File: config.mk
export PLATFORM = sky130hd
export DESIGN_NAME = rtc_sec_alarm
export DESIGN_NICKNAME = d
export VERILOG_FILES = /design/src/rtl/rtc_sec_alarm.sv
export SDC_FILE = /design/constraint.sdc
export NUM_CORES = 1
export LEC_CHECK = 0
export BUFFER_PORTS_ARGS = -buffer_cell sky130_fd_sc_hd__buf_2
export CORE_MARGIN = 4
export CORE_UTILIZATION = 45
export CTS_BUF_LIST = sky130_fd_sc_hd__clkbuf_16
export DETAILED_ROUTE_END_ITERATION = 12
export PLACE_DENSITY = 0.73
export SLEW_MARGIN = 20
export SYNTH_ARGS = -nofsm -noshare
export SYNTH_HDL_FRONTEND = slang
export SYNTH_SLANG_ARGS = --single-unit
File: constraint.sdc
create_clock -name clk -period 8.1 [get_ports clk]
set_input_delay 1.62 -clock clk [delete_from_list [all_inputs] [get_ports clk]]
set_output_delay 1.62 -clock clk [all_outputs]
set_load 0.01 [all_outputs]
File: src/rtl/rtc_sec_alarm.sv
module rtc_sec_alarm #(
  parameter logic [30:0] DIV_RESET = 31'h0080_0000
) (
  input  logic        clk,
  input  logic        rst_n,
  input  logic        osc_tick,
  input  logic [30:0] alt_div,
  input  logic        psel,
  input  logic        penable,
  input  logic        pwrite,
  input  logic [7:0]  paddr,
  input  logic [31:0] pwdata,
  output logic [31:0] prdata,
  output logic        sec_pulse,
  output logic        alarm_irq
);
  localparam logic [7:0] A_DIV   = 8'h04;
  localparam logic [7:0] A_ALARM = 8'h08;
  localparam logic [7:0] A_ARM   = 8'h0C;
  localparam logic [7:0] A_STAGE = 8'h10;
  localparam logic [7:0] A_TRIG  = 8'h14;
  localparam logic [7:0] A_COUNT = 8'h18;

  logic        use_alt;
  logic [30:0] prog_div;
  logic [23:0] tick_cnt;
  logic [7:0]  frac_acc;
  logic        extra_q;
  logic [31:0] sec_cnt, stage_q, alarm_q;
  logic        arm_q;

  wire wr       = psel & penable & pwrite;
  wire wr_div   = wr && paddr == A_DIV;
  wire wr_alarm = wr && paddr == A_ALARM;
  wire wr_arm   = wr && paddr == A_ARM;
  wire wr_stage = wr && paddr == A_STAGE;
  wire wr_trig  = wr && paddr == A_TRIG && pwdata[0];

  wire [30:0] div_sel  = use_alt ? alt_div : prog_div;
  wire [23:0] limit    = {1'b0, div_sel[30:8]} + {23'd0, extra_q};
  wire        hit      = (tick_cnt + 24'd1) >= limit;
  wire [8:0]  frac_sum = {1'b0, frac_acc} + {1'b0, div_sel[7:0]};

  assign sec_pulse = osc_tick & hit;
  assign alarm_irq = arm_q & (sec_cnt >= alarm_q);

  always_ff @(posedge clk or negedge rst_n) begin
    if (!rst_n) begin
      use_alt  <= 1'b0;
      prog_div <= DIV_RESET;
      tick_cnt <= '0;
      frac_acc <= '0;
      extra_q  <= 1'b0;
    end else if (wr_div) begin
      use_alt  <= pwdata[31];
      prog_div <= pwdata[30:0];
      tick_cnt <= '0;
      frac_acc <= '0;
      extra_q  <= 1'b0;
    end else if (sec_pulse) begin
      tick_cnt <= '0;
      frac_acc <= frac_sum[7:0];
      extra_q  <= frac_sum[8];
    end else if (osc_tick) begin
      tick_cnt <= tick_cnt + 24'd1;
    end
  end

  always_ff @(posedge clk or negedge rst_n) begin
    if (!rst_n) begin
      sec_cnt <= '0;
      stage_q <= '0;
      alarm_q <= '0;
      arm_q   <= 1'b0;
    end else begin
      if (wr_stage) stage_q <= pwdata;
      if (wr_alarm) alarm_q <= pwdata;
      if (wr_arm)   arm_q   <= pwdata[0];
      if (wr_trig)        sec_cnt <= stage_q;
      else if (sec_pulse) sec_cnt <= sec_cnt + 32'd1;
    end
  end

  always_comb begin
    prdata = '0;
    if (psel && !pwrite) begin
      case (paddr)
        A_DIV:   prdata = {use_alt, prog_div};
        A_ALARM: prdata = alarm_q;
        A_ARM:   prdata = {31'd0, arm_q};
        A_STAGE: prdata = stage_q;
        A_COUNT: prdata = sec_cnt;
        default: prdata = '0;
      endcase
    end
  end

  assert_trig_load_R3: assert property (@(posedge clk) disable iff (!rst_n)
    wr_trig |=> sec_cnt == $past(stage_q));
  assert_stage_only_R2: assert property (@(posedge clk) disable iff (!rst_n)
    (wr_stage && !sec_pulse && !wr_trig) |=> $stable(sec_cnt));
  assert_pulse_step_R5: assert property (@(posedge clk) disable iff (!rst_n)
    (sec_pulse && !wr_trig) |=> sec_cnt == $past(sec_cnt) + 32'd1);
  assert_idle_hold_R5: assert property (@(posedge clk) disable iff (!rst_n)
    (!osc_tick && !wr_trig) |=> $stable(sec_cnt));
  assert_wrap_R10: assert property (@(posedge clk) disable iff (!rst_n)
    (sec_pulse && !wr_trig && sec_cnt == 32'hFFFF_FFFF) |=> sec_cnt == 32'd0);
  assert_disarm_R9: assert property (@(posedge clk) disable iff (!rst_n)
    (wr_arm && !pwdata[0]) |=> !alarm_irq);
  assert_tick_gap_R6: assert property (@(posedge clk) disable iff (!rst_n)
    (sec_pulse && !wr_div) |=> tick_cnt == 24'd0);
endmodule

Word-level counts from Yosys, hierarchy flattened --
Cells that the tools add are included.
Storage, ports and cells: latch bits 0, register bits after elaboration 162, ROM bits 0, memories 0, output and inout port bits 34, memory bits (writable) 0, word-level logic and storage cells 48
Operators by class: $add $sub $neg 4, bitwise gates (word level) 4, $lt $le $gt $ge 2, mux-type cells 12, multipliers 0, eq/ne operators 6, shifts and indexed selects 0, divide/modulo/power cells 0, reduce and logical (&&, ||, !) cells 11
Operator list (number):
- one-hot mux 32 bit (5 select lines) | 1
- two-way mux 32 bit | 3
- two-way mux 24 bit | 3
- adder 32 x 1 -> 32 bit (second input constant) | 1
- >= comparator 32 bit | 1
- two-way mux 31 bit | 1
- adder 23 x 1 -> 24 bit | 1
- adder 24 x 1 -> 24 bit (second input constant) | 1
- equality test 8 x 5 -> 1 bit (second input constant) | 3
- >= comparator 24 bit | 1
- equality test 8 x 4 -> 1 bit (second input constant) | 2
- two-way mux 8 bit | 2
- adder 8 x 8 -> 9 bit | 1
- equality test 8 x 3 -> 1 bit (second input constant) | 1
- logical AND 1 bit | 7
- AND 1 bit | 4
- nonzero test 2 bit | 2
- nonzero test 3 bit | 1
- two-way mux 1 bit | 2
- zero test 1 bit | 1

Longest topological paths before layout --
depth after elaboration 6, depth in mapped cells 23, mapped depth without buffers 17

Least setup slack after synthesis --
Ideal clock, no wire load.
path kind in2out, start in alt_div[8], end out sec_pulse, cell stages on the path 16, setup slack 1.551 ns, arrival 4.929 ns, required time 6.480 ns, cells stage by stage mux2_2 ha_1 inv_1 a2111oi_4 nand3_2 a211oi_2 nand2_1 xor2_1 mux2_2 ha_1 a21o_1 nand3_1 a21oi_1 a211oi_1 a21oi_2 buf_2
On the way: cells in the longest elaborated chain, start to end 4
Ends and longest elaborated chain:
- from (decl) | line 7 | input logic [30:0] alt_div,
- two-way mux 31 bit | line 39 | wire [30:0] div_sel = use_alt ? alt_div : prog_div;
- adder 23 x 1 -> 24 bit | line 40 | wire [23:0] limit = {1'b0, div_sel[30:8]} + {23'd0, extra_q};
- >= comparator 24 bit | line 41 | wire hit = (tick_cnt + 24'd1) >= limit;
- AND 1 bit | line 44 | assign sec_pulse = osc_tick & hit;
- to (decl) | line 14 | output logic sec_pulse,
Every way passes these cells.

Worst setup path after layout --
Same ends and word-level chain as after synthesis.

==> flow_summary.yaml <==
setup_path:
  crit_type: "in -> out"
  critPathBufInv: 3
  end_kind: "primary output"
  critPathSlowestCell: "a2111oi_4"
  max_stage_delay_ns: 0.53
  required_ns: 6.48
  worst-path-stages: 17
  path_cells: "buf_2, mux2_2, ha_1, inv_1, a2111oi_4, nand3_2, nor2_1, nand2_1, xor2_1, mux2_2, ha_1, and4_1, nand4_1, nor3_1, o31ai_4, a21oi_2, buf_2"
  critical_path.top_delay_family: "simple AND/OR/NAND/NOR gates"
  arrival_ns: 5.34
  rr_worst_depth: 18
  cp_max_fo: 10
  crit_path_start_kind: "primary input"
placement:
  place_area_sq_mm: 0.0116
  place.gp.congestion: 0.901
  dp_hpwl_um: 21700
  io_buffers: 110
synthesis:
  synth-seq-cells: 162
  syn_avg_cell_area_sq_um: 8.67
  synthArstFlopShare_pct: 100
  synth_fp_nets: 1389
  seq_area_frac_synth_pct: 37.6
  synth_flop_cell: "dfrtp_1"
  syn_area_sq_mm: 0.0108
  synth_enable_flop_cells: 0
  synth_warnings: 0
  synthCells: 1244
  synth_cell_type_count: 61
sta:
  hold_viol_final: 0
  finalSetupViolCount: 0
  whs_ns: 0.510
  fmaxAchievable_ghz: 0.144
  rsz0062_at_grt: "false"
  fin_crit_sh_pct: 85.9
  maxSlewHeadroom_pct: 30.4
  layout_min_cycle_time_ns: 6.96
  tns_ns: 0
  finClkSkew_ns: 0.00815
  finalMaxSlewViolations: 0
  tightestPinTransition_ns: 1.04
global_routing:
  grt-ovfl-total: 0
  grt_max_degree: 93
  grt_antenna_before_repair: 1
  grt_pass1_wl_um: 50200
  grt_usage_pct: 23.8
  first_global_vias: 9498
cells_and_area:
  finalInstanceArea_sq_mm: 0.0122
  final_nets: 1461
  syn_to_final_growth_pct: 13.1
  final_cell_mix: "262 x nand2_1, 160 x dfrtp_1, 109 x buf_2"
  regArea_sq_mm: 0.00406
  num_antenna_cells: 0
  post_route_cells_drive_above_1_share_pct: 16.9
  final_common_cell: "nand2_1"
  nFillCells: 2185
  multi_input_area_sq_mm: 0.00631
clock_network:
  cts_resized: 0
  clock-root-buffer: "clkbuf_16"
  cts_buffers: 17
  post_cts_buffers: 0
  htreeDepth: 4
  ctsHoldBuffers: 0
  cts_buffer_depth: 2
  cts.sinks: 162
  cts_tree: "built"
  clk_pin_slew_ns: 0.07
  clk_latency_ns: 0.43
detailed_routing:
  routed_wl_um: 31100
  ant_nets: 0
  drt_iter0_markers: 966
  first_pass_iters: 7
  vias_per_cell: 5.77
  post_drt_wl_per_cell_um: 18.9
  drc: 0
  num_vias: 9517
job:
  drv_cap: 0
min_path:
  hold_path_depth: 2
  hold_path_class: "reg -> reg"
die:
  coreArea_sq_mm: 0.0235
  start_util_pct: 45.8
  die-area_sq_mm: 0.0265
  die_width_um: 163
  top_level_ports: 111
  rows: 56
  die_h_um: 163
power_and_ir_drop:
  finalPower_mw: 2.21
  power.density_mw_per_mm2: 181
  peakVddDrop_mv: 0.122
  p_leak_nw: 5.52
outcome:
  status: "completed"
flip-flops by register name (all words and copies together), names as in the netlist:
name and cells:
use_alt 1, alarm_q 32, stage_q 32, arm_q 1, sec_cnt 32, extra_q 1
tick_cnt 24, prog_div 31, frac_acc 8
through the flow:
stage,util (%),cells,setup WS [ns]
final,51.8,1648,1.14
after global routing,51.8,1648,0.764
after CTS,51.8,1648,1.14
after detailed placement,49.3,1616,1.18
after global placement,49.3,1616,1.25
after floorplan,-,1244,1.55
cells in the mapped netlist, types with 4 or more instances:
cell | count | share of area (%)
a2111oi_0 | 13 | 1.1
a211oi_1 | 20 | 1.4
a21o_1 | 11 | 0.77
a21oi_1 | 33 | 1.5
a222oi_1 | 31 | 2.9
a31o_2 | 7 | 0.57
a31oi_1 | 5 | 0.29
and2_1 | 8 | 0.46
and3_1 | 20 | 1.2
and4_1 | 6 | 0.49
buf_2 | 16 | 0.74
clkbuf_1 | 52 | 1.8
dfrtp_1 | 161 | 37
ha_1 | 67 | 7.8
inv_1 | 46 | 1.6
mux2_2 | 46 | 4.8
mux2i_1 | 28 | 2.6
nand2_1 | 262 | 9.1
nand3_1 | 47 | 2.2
nand3b_1 | 7 | 0.49
nand4_1 | 13 | 0.75
nor2_1 | 66 | 2.3
nor2b_1 | 4 | 0.23
nor3_1 | 15 | 0.70
nor4_1 | 4 | 0.23
o21a_1 | 6 | 0.42
o21ai_0 | 106 | 4.9
o21ai_1 | 13 | 0.60
xnor2_1 | 59 | 4.8
xor2_1 | 23 | 1.9
metal layers:
layer	share of wire, %	track usage [%]	wire [um]	vias up
li1	-	-	-	4553
met1	44	32.6	13800	4558
met2	44	35.5	13700	349
met3	6.5	5.06	2020	55
met4	5.0	12.1	1550	2
met5	0.042	0	13	-
power by group:
part | switching, mW | leakage (nW) | internal [mW] | total, mW
clock | 0.342 | 0.288 | 0.483 | 0.825
combinational | 0.311 | 3.16 | 0.169 | 0.480
sequential | 0.0519 | 2.07 | 0.854 | 0.906
logic make-up (layout without fill, tap and decap cells):
kind of cell,Yosys count,count (layout),share of synthesized area (%)
and+or+nand+nor,471,471,19.6
AOI/OAI and AO/OA,268,268,16.4
DFF,162,162,37.6
buffers and inverters,119,204,4.36
xor gates and xnor gates,82,82,6.66
muxes,74,74,7.40
adders and majority gates,68,68,7.96
worst min-delay path, cell delays in order (launching register included):
cell and delay [ns]:
dfrtp_1 0.37, nand2_1 0.05, o21ai_0 0.06
final cells by class:
type	count	area share (%)
multi-input cells	963	51.7
flip-flops and latches	162	33.3
inverters	47	1.45
clock inverters	15	1.36
well taps	319	3.27
repair buffers	125	5.49
clock buffers	17	3.49
path summary, 6_finish.rpt:
kind                                      endpoint  slack, ns              startpoint
setup / recovery                         sec_pulse       1.14              alt_div[8]
hold / removal              sec_cnt[9]$_DFFE_PN0P_       0.51  stage_q[9]$_DFFE_PN0P_
setup reg to reg            sec_cnt[2]$_DFFE_PN0P_       2.43     use_alt$_DFFE_PN0P_
hold reg to reg             sec_cnt[9]$_DFFE_PN0P_       0.51  stage_q[9]$_DFFE_PN0P_
max in group asynchronous  tick_cnt[1]$_DFFE_PN0P_       5.36                   rst_n
min in group asynchronous  frac_acc[7]$_DFFE_PN0P_       1.26                   rst_n
No activity file was read; power rests on OpenSTA's default activity.
